$ cat src/rtl/lru4_pkg.sv
package lru4_pkg;
  typedef enum logic [1:0] {
    UPD_NONE  = 2'd0,
    UPD_TOUCH = 2'd1,
    UPD_FILL  = 2'd2,
    UPD_EVICT = 2'd3
  } upd_kind_e;
endpackage

$ cat src/rtl/lru4_fill_pick.sv
module lru4_fill_pick #(
  parameter int NWAY = 4,
  parameter int AW   = 2,
  localparam int IW  = (NWAY > 1) ? $clog2(NWAY) : 1
) (
  input  logic [NWAY-1:0]         valid,
  input  logic [NWAY-1:0][AW-1:0] ages,
  output logic [IW-1:0]           pick,
  output logic                    all_full
);
  localparam logic [AW-1:0] OLDEST = '1;

  always_comb begin
    all_full = &valid;
    pick = '0;
    for (int i = NWAY - 1; i >= 0; i--) begin
      if (all_full) begin
        if (ages[i] == OLDEST) pick = IW'(i);
      end else if (!valid[i]) begin
        pick = IW'(i);
      end
    end
  end
endmodule

$ cat src/rtl/lru4_age_next.sv
module lru4_age_next
  import lru4_pkg::*;
#(
  parameter int NWAY = 4,
  parameter int AW   = 2,
  localparam int IW  = (NWAY > 1) ? $clog2(NWAY) : 1
) (
  input  upd_kind_e               kind,
  input  logic [IW-1:0]           target,
  input  logic [NWAY-1:0]         valid,
  input  logic [NWAY-1:0][AW-1:0] ages,
  output logic [NWAY-1:0]         valid_nxt,
  output logic [NWAY-1:0][AW-1:0] ages_nxt
);
  logic [AW-1:0] ref_age;
  assign ref_age = ages[target];

  for (genvar g = 0; g < NWAY; g++) begin : g_way
    logic is_tgt;
    assign is_tgt = (target == IW'(g));
    always_comb begin
      valid_nxt[g] = valid[g];
      ages_nxt[g]  = ages[g];
      unique case (kind)
        UPD_TOUCH: begin
          if (is_tgt) ages_nxt[g] = '0;
          else if (valid[g] && ages[g] < ref_age) ages_nxt[g] = ages[g] + 1'b1;
        end
        UPD_FILL, UPD_EVICT: begin
          if (is_tgt) begin
            ages_nxt[g]  = '0;
            valid_nxt[g] = 1'b1;
          end else if (valid[g]) begin
            ages_nxt[g] = ages[g] + 1'b1;
          end
        end
        default: ;
      endcase
    end
  end
endmodule

$ cat src/rtl/lru4_age_tracker.sv
module lru4_age_tracker
  import lru4_pkg::*;
#(
  parameter int NWAY = 4,
  localparam int AW  = (NWAY > 1) ? $clog2(NWAY) : 1,
  localparam int IW  = AW
) (
  input  logic                 clk,
  input  logic                 rst,
  input  logic                 flush,
  input  logic                 acc_valid,
  input  logic                 acc_hit,
  input  logic [IW-1:0]        hit_way,
  output logic [IW-1:0]        fill_way,
  output logic [NWAY-1:0]      way_valid,
  output logic [NWAY*AW-1:0]   way_age
);
  localparam logic [AW-1:0] OLDEST = '1;

  logic [NWAY-1:0]         valid_q, valid_d;
  logic [NWAY-1:0][AW-1:0] ages_q, ages_d;
  logic                    set_full;
  logic                    hit_ok;
  upd_kind_e               kind;
  logic [IW-1:0]           target;

  lru4_fill_pick #(.NWAY(NWAY), .AW(AW)) u_pick (
    .valid(valid_q), .ages(ages_q), .pick(fill_way), .all_full(set_full)
  );

  assign hit_ok = acc_valid && acc_hit && valid_q[hit_way];

  always_comb begin
    kind   = UPD_NONE;
    target = fill_way;
    if (hit_ok) begin
      kind   = UPD_TOUCH;
      target = hit_way;
    end else if (acc_valid && !acc_hit) begin
      kind = set_full ? UPD_EVICT : UPD_FILL;
    end
  end

  lru4_age_next #(.NWAY(NWAY), .AW(AW)) u_next (
    .kind(kind), .target(target), .valid(valid_q), .ages(ages_q),
    .valid_nxt(valid_d), .ages_nxt(ages_d)
  );

  always_ff @(posedge clk) begin
    if (rst || flush) begin
      valid_q <= '0;
      ages_q  <= '0;
    end else begin
      valid_q <= valid_d;
      ages_q  <= ages_d;
    end
  end

  assign way_valid = valid_q;
  assign way_age   = ages_q;

  // Checker logic: any two valid ways sharing an age
  logic dup_seen;
  always_comb begin
    dup_seen = 1'b0;
    for (int a = 0; a < NWAY; a++)
      for (int b = a + 1; b < NWAY; b++)
        if (valid_q[a] && valid_q[b] && ages_q[a] == ages_q[b]) dup_seen = 1'b1;
  end

  p_flush_clear_r1: assert property (@(posedge clk) disable iff (rst)
    flush |=> (way_valid == '0 && way_age == '0));

  p_hit_youngest_r2: assert property (@(posedge clk) disable iff (rst)
    (acc_valid && acc_hit && way_valid[hit_way] && !flush) |=> ages_q[$past(hit_way)] == '0);

  p_fill_grows_r3: assert property (@(posedge clk) disable iff (rst)
    (acc_valid && !acc_hit && !(&way_valid) && !flush)
      |=> $countones(way_valid) == $countones($past(way_valid)) + 1);

  p_evict_oldest_r4: assert property (@(posedge clk) disable iff (rst)
    (&way_valid) |-> ages_q[fill_way] == OLDEST);

  p_ages_distinct_r5: assert property (@(posedge clk) disable iff (rst)
    !dup_seen);

  p_empty_hit_ignored_r6: assert property (@(posedge clk) disable iff (rst)
    (acc_valid && acc_hit && !way_valid[hit_way] && !flush)
      |=> ($stable(way_valid) && $stable(way_age)));

  p_idle_hold_r8: assert property (@(posedge clk) disable iff (rst)
    (!acc_valid && !flush) |=> ($stable(way_valid) && $stable(way_age)));
endmodule

$ cat config.mk
export PLATFORM = sky130hd
export DESIGN_NAME = lru4_age_tracker
export DESIGN_NICKNAME = d
export VERILOG_FILES = /design/src/rtl/lru4_pkg.sv /design/src/rtl/lru4_fill_pick.sv /design/src/rtl/lru4_age_next.sv /design/src/rtl/lru4_age_tracker.sv
export SDC_FILE = /design/constraint.sdc
export NUM_CORES = 1
export LEC_CHECK = 0
export BUFFER_PORTS_ARGS = -buffer_cell sky130_fd_sc_hd__buf_4
export CORE_UTILIZATION = 59
export DETAILED_ROUTE_END_ITERATION = 8
export PLACE_DENSITY_LB_ADDON = 0.25
export SLEW_MARGIN = 20
export SYNTH_ARGS = -nofsm -noshare
export SYNTH_HDL_FRONTEND = slang
export SYNTH_SLANG_ARGS = --single-unit
$ cat constraint.sdc
create_clock -name clk -period 4.1 [get_ports clk]
set_input_delay 0.615 -clock clk [delete_from_list [all_inputs] [get_ports clk]]
set_output_delay 0.615 -clock clk [all_outputs]
set_load 0.01 [all_outputs]
Yosys cells after proc, flatten, opt, wreduce, memory -nomap -nowiden
Index checks and enable logic that the tools add are counted.
Storage, ports and cells
  flip-flop bits (word level): 12
  logic and storage cells: 97
Cells by class
  add/sub/neg operators: 4
  $lt $le $gt $ge: 6
  eq/ne operators: 18
  mux-type cells: 40
  reductions and logical operators: 21
Operator list (count)
  $mux 2: 32
  $eq 2x2->1 const B: 8
  $pmux 2 s2: 4
  $ne 3x1->1 const B: 4
  $ne 3x2->1 const B: 4
  $reduce_and 3->1: 4
  $add 2x1->2 const B: 4
  $lt 2x2->1: 4
  $reduce_and 2->1: 4
  $logic_and 1x1->1: 7
  $lt 2x3->1 const B: 2
  $bmux 2 s2: 1
  $eq 2x1->1 const B: 2
  $reduce_and 4->1: 1
  $bmux 1 s2: 1
  $logic_not 2->1: 1
  $mux 1: 2
  $reduce_bool 2->1: 1
  $reduce_or 2->1: 1
  $logic_not 1->1: 1
  $logic_or 1x1->1: 1

Depth between registers and ports, before layout
  word-level depth: 17
  gate-level depth with buffers: 10
  depth with buffers taken out: 9

By module
Synthesis repeated with hierarchy kept, for this count alone.
Second synthesis, totals
  cells, all modules: 151
  area, all modules: 1236.2 sq um
Modules (own cells, without submodules)
  lru4_age_next: times used 1, cells an instance 100, area each 745.7 sq um
  lru4_age_tracker: times used 1, cells an instance 36, area each 406.6 sq um
  lru4_fill_pick: times used 1, cells an instance 15, area each 83.8 sq um

Worst setup path after synthesis
OpenSTA, ideal clock, no wires.
  path type: reg-to-reg
  from: register ages_q, in the netlist way_age[6]
  to: register ages_q, in the netlist way_age[5]
  arrival: 2657 ps
  slack: 1373 ps
  stages on the path, launching flop included: 11
  clock period less this slack: 2727 ps
  path through: dfxtp_1 ha_1 nor2_1 o311a_1 o32a_1 buf_2 mux2i_1 o32ai_2 o221ai_1 or4b_1 a21oi_1
On the way
  cells in the longest elaborated chain, start to end: 16
  elaborated cells between the ends (all ways): 24
  classes of those cells: 1 x order compare; 4 x eq/ne; 17 x mux; 2 x reduce/logical
RTL lines
  start, declared: line lru4_age_tracker.sv:21  | logic [NWAY-1:0][AW-1:0] ages_q, ages_d;
  start signal, assigned: line lru4_age_tracker.sv:55  | ages_q <= ages_d;
  $eq 2x2->1: line lru4_fill_pick.sv:18  | if (ages[i] == OLDEST) pick = IW'(i);
  $mux 2: line lru4_fill_pick.sv:18
  $mux 2: line lru4_fill_pick.sv:17  | if (all_full) begin
  $mux 2, on equally long branches: line lru4_fill_pick.sv:19, lru4_fill_pick.sv:18
  $mux 2: line lru4_fill_pick.sv:17
  $mux 2, on equally long branches: line lru4_fill_pick.sv:19, lru4_fill_pick.sv:18
  $mux 2: line lru4_fill_pick.sv:17
  $mux 2, on equally long branches: line lru4_fill_pick.sv:19, lru4_fill_pick.sv:18
  $mux 2: line lru4_fill_pick.sv:17
  $mux 2: line lru4_age_tracker.sv:36  | if (hit_ok) begin
  $bmux 2 s2: line lru4_age_next.sv:16  | assign ref_age = ages[target];
  $mux 2 (implied by the code): line lru4_age_next.sv:16
  $lt 2x2->1: line lru4_age_next.sv:27  | else if (valid[g] && ages[g] < ref_age) ages_nxt[g] = ages[g] + 1'b1;
  $logic_and 1x1->1: line lru4_age_next.sv:27
  $ne 3x1->1 (no line)
  $reduce_and 3->1 (no line)
Several ways; a longest one is shown, not always the timed one. The select of a mux whose other input is x is not followed.
A chain may end at the register's enable or synchronous reset.

Worst setup path in the final report
  from: register ages_q, in the netlist way_age[7]
  to: register ages_q, in the netlist way_age[5]
Same word-level chain as after synthesis.

==> flow_summary.json <==
{
  "htree_levels": 1,
  "grt_max_degree": 12,
  "chipHeight_um": 45.3,
  "met2_usage_pct": 48.4,
  "yosysWarnings": 0,
  "cts_root_buf": "clkbuf_4",
  "ys_ff_latch": 12,
  "coreArea_um2": 1750,
  "gp_routability_congestion": 1.01,
  "reg2regPathDepth": 9,
  "syn-num-nets": 148,
  "dp.cells": 178,
  "finalWorstSetupSlack_ns": 0.940,
  "path_buf_inv": 0,
  "via_count": 1191,
  "start_kind": "flop",
  "synth_area_um2": 1100,
  "crit_arrival_ns": 3.38,
  "drive_gt1_share_pct": 24.8,
  "grtUsageTotal_pct": 32.1,
  "drtAntennaViolNets": 0,
  "post-route-util_pct": 73.9,
  "final.period_utilization_pct": 77.1,
  "powerDensity_nw_per_um2": 191,
  "fmax_mhz": 316,
  "wl_per_cell_um": 16.2,
  "postCtsSetupRepairBufs": 0,
  "avgSynthCellArea_um2": 8.06,
  "critPathMostFrequentCell": "a21oi_1",
  "cts_tree": "built",
  "io_buffers": 20,
  "finalMaxSlewViolations": 0,
  "status": "completed",
  "rows": 15,
  "setup_tns_ns": 0,
  "ys_async_sr_fraction_pct": 0,
  "clk_pin_slew_ns": 0.09,
  "rsz0062_at_grt": "no",
  "synthTopCellsByArea": "dfxtp_1 (22%), mux2i_1 (6.3%), a21oi_1 (5.9%), nand2_1 (4.8%), ha_1 (4.5%)",
  "cpMaxStageDelayCell": "or4b_1",
  "gr-total-overflow": 0,
  "cts_resized": 0,
  "path_delay_family": "compound AO/OA/AOI/OAI gates",
  "power.leakage_nw": 0.507,
  "cts_buffers": 3,
  "whs_path_depth": 2,
  "place_ws_ns": 1.03,
  "timing.rr.end": "way_age[5]",
  "syn_to_final_growth_pct": 16.9,
  "worstMarginPinSlew_ns": 0.747,
  "ys.flop_type": "dfxtp_1",
  "crit_fanout": 8,
  "initial_core_util_pct": 63.2,
  "hold_start": "way_age[3]",
  "layout.cells.non_filler": 182,
  "grt_antenna_before_repair": 0,
  "ctsLongestPathBuffers": 2,
  "hp-class": "flop to flop",
  "setup_viol": 0,
  "drt_first_pass_iters": 4,
  "diodes": 0,
  "holdBufCountCts": 0,
  "die-area_um2": 2050,
  "end_kind": "flop",
  "grt_use_met1_pct": 41.8,
  "drcViolationCount": 0,
  "max_cap_viol_count": 0,
  "synth_edf_count": 0,
  "fin_worst_skew_ns": 0.0125,
  "io_pins": 21,
  "synth_top_area_cell": "dfxtp_1",
  "drt_wl_total_um": 2940,
  "netlist.area_leader.share_pct": 21.8,
  "grt_pass1_wl_um": 4710,
  "viasPerCell": 6.54,
  "grtUsageMet3_pct": 6.40,
  "ir_drop_v": 0.000163,
  "busiest_layer": "met2",
  "grt_pass1_vias": 1046,
  "synthCells": 137,
  "relSlewSlack_pct": 49.8,
  "r2r_start": "way_age[7]",
  "nNetsFinal": 169,
  "drtIter0Drc": 42,
  "crit_chain": "ha_1, nor2_1, o311a_1, o32ai_2, nor3_1, a221oi_2, a21oi_1, or4b_1, a21oi_1",
  "criticalPathCategory": "flop to flop",
  "clkLatencyLatePin_ns": 0.28,
  "hold_violations": 0,
  "ys_types": 46,
  "ff2ff_setup_slack_ns": 0.94,
  "cp_slowest_stage_delay_ns": 0.53,
  "worstPathRequired_ns": 4.32,
  "dieWidth_um": 45.3,
  "period_needed_ns": 3.16,
  "worst_hold_path.endpoint": "way_age[3]",
  "dp_hpwl_um": 2160,
  "clock_sinks": 12,
  "synth.yosys.seq_area_share_pct": 21.8
}
## report_power, final
part,switching (mW),internal [mW]
Clock,0.0457,0.0540
Combinational,0.0172,0.0122
Sequential,0.000958,0.117
## tightest hold or removal path: stages (launching register included)
cell     delay [ns]
dfxtp_1        0.39
nand2_1        0.09
mux2i_1        0.06
## cell families after synthesis
family	count (synthesis)	share of synthesized area, %
simple gates	55	26.3
compound gates	48	32.8
flops	12	21.8
mux	10	10.4
buf+inv	8	4.19
fa+ha+maj	4	4.54
## worst max path at each step
stage,startpoint,endpoint,depth (start not counted)
2_1_floorplan,way_age[6],way_age[5],10
3_3_place_gp,way_age[7],way_age[5],9
3_5_place_dp,way_age[7],way_age[5],9
4_1_cts,way_age[7],way_age[5],9
5_1_grt,way_age[4],way_age[5],9
6_report,way_age[7],way_age[5],9
## area by class of cell
| cell class | instances | area, um2 |
|---|---|---|
| sequential | 12 | 240 |
| clock buffer | 4 | 36.3 |
| fill | 137 | 455 |
| multi-input combinational | 117 | 817 |
| tap | 25 | 31.3 |
| timing repair buffer | 20 | 150 |
| inverter | 4 | 15.0 |
## per-layer routing
layer / routed length [um] / part of all wire (%)
met4: 123 / 4.2
met1: 1230 / 42
met5: 0 / 0
met3: 198 / 6.7
met2: 1390 / 47
## synthesized netlist by cell type (all sizes together), types with 2 or more instances
library cell,number
a21oi,13
a221o,2
a221oi,2
a22o,2
a2bb2oi,3
and2,3
buf,4
dfxtp,12
ha,4
inv,4
mux2,2
mux2i,8
nand2,14
nand2b,3
nand3,3
nand3b,2
nor2,13
nor2b,2
nor3,5
o21a,3
o21ai,9
o22ai,2
o32ai,2
or2,5
or4,2
## flip-flops by register name (all words and copies together) (netlist names)
name / count
way_age: 8
way_valid: 4
## stage by stage
step	hold slack [ns]	instance area [um2]	power, mW
after floorplan	0.541	1100	0.140
after global placement	0.551	1250	0.149
after detailed placement	0.558	1250	0.150
after CTS	0.578	1290	0.247
after global routing	0.614	1290	0.254
final	0.575	1290	0.247
## cells in the final DEF (no fill, tap or decap), drive strengths merged, types with 5 or more instances in the layout
| cell type | count |
|---|---|
| nor3 | 5 |
| buf | 20 |
| nor2 | 13 |
| a21oi | 13 |
| mux2i | 8 |
| nand2 | 14 |
| o21ai | 9 |
| or2 | 5 |
| dfxtp | 12 |
(Power assumes the default switching activity.)
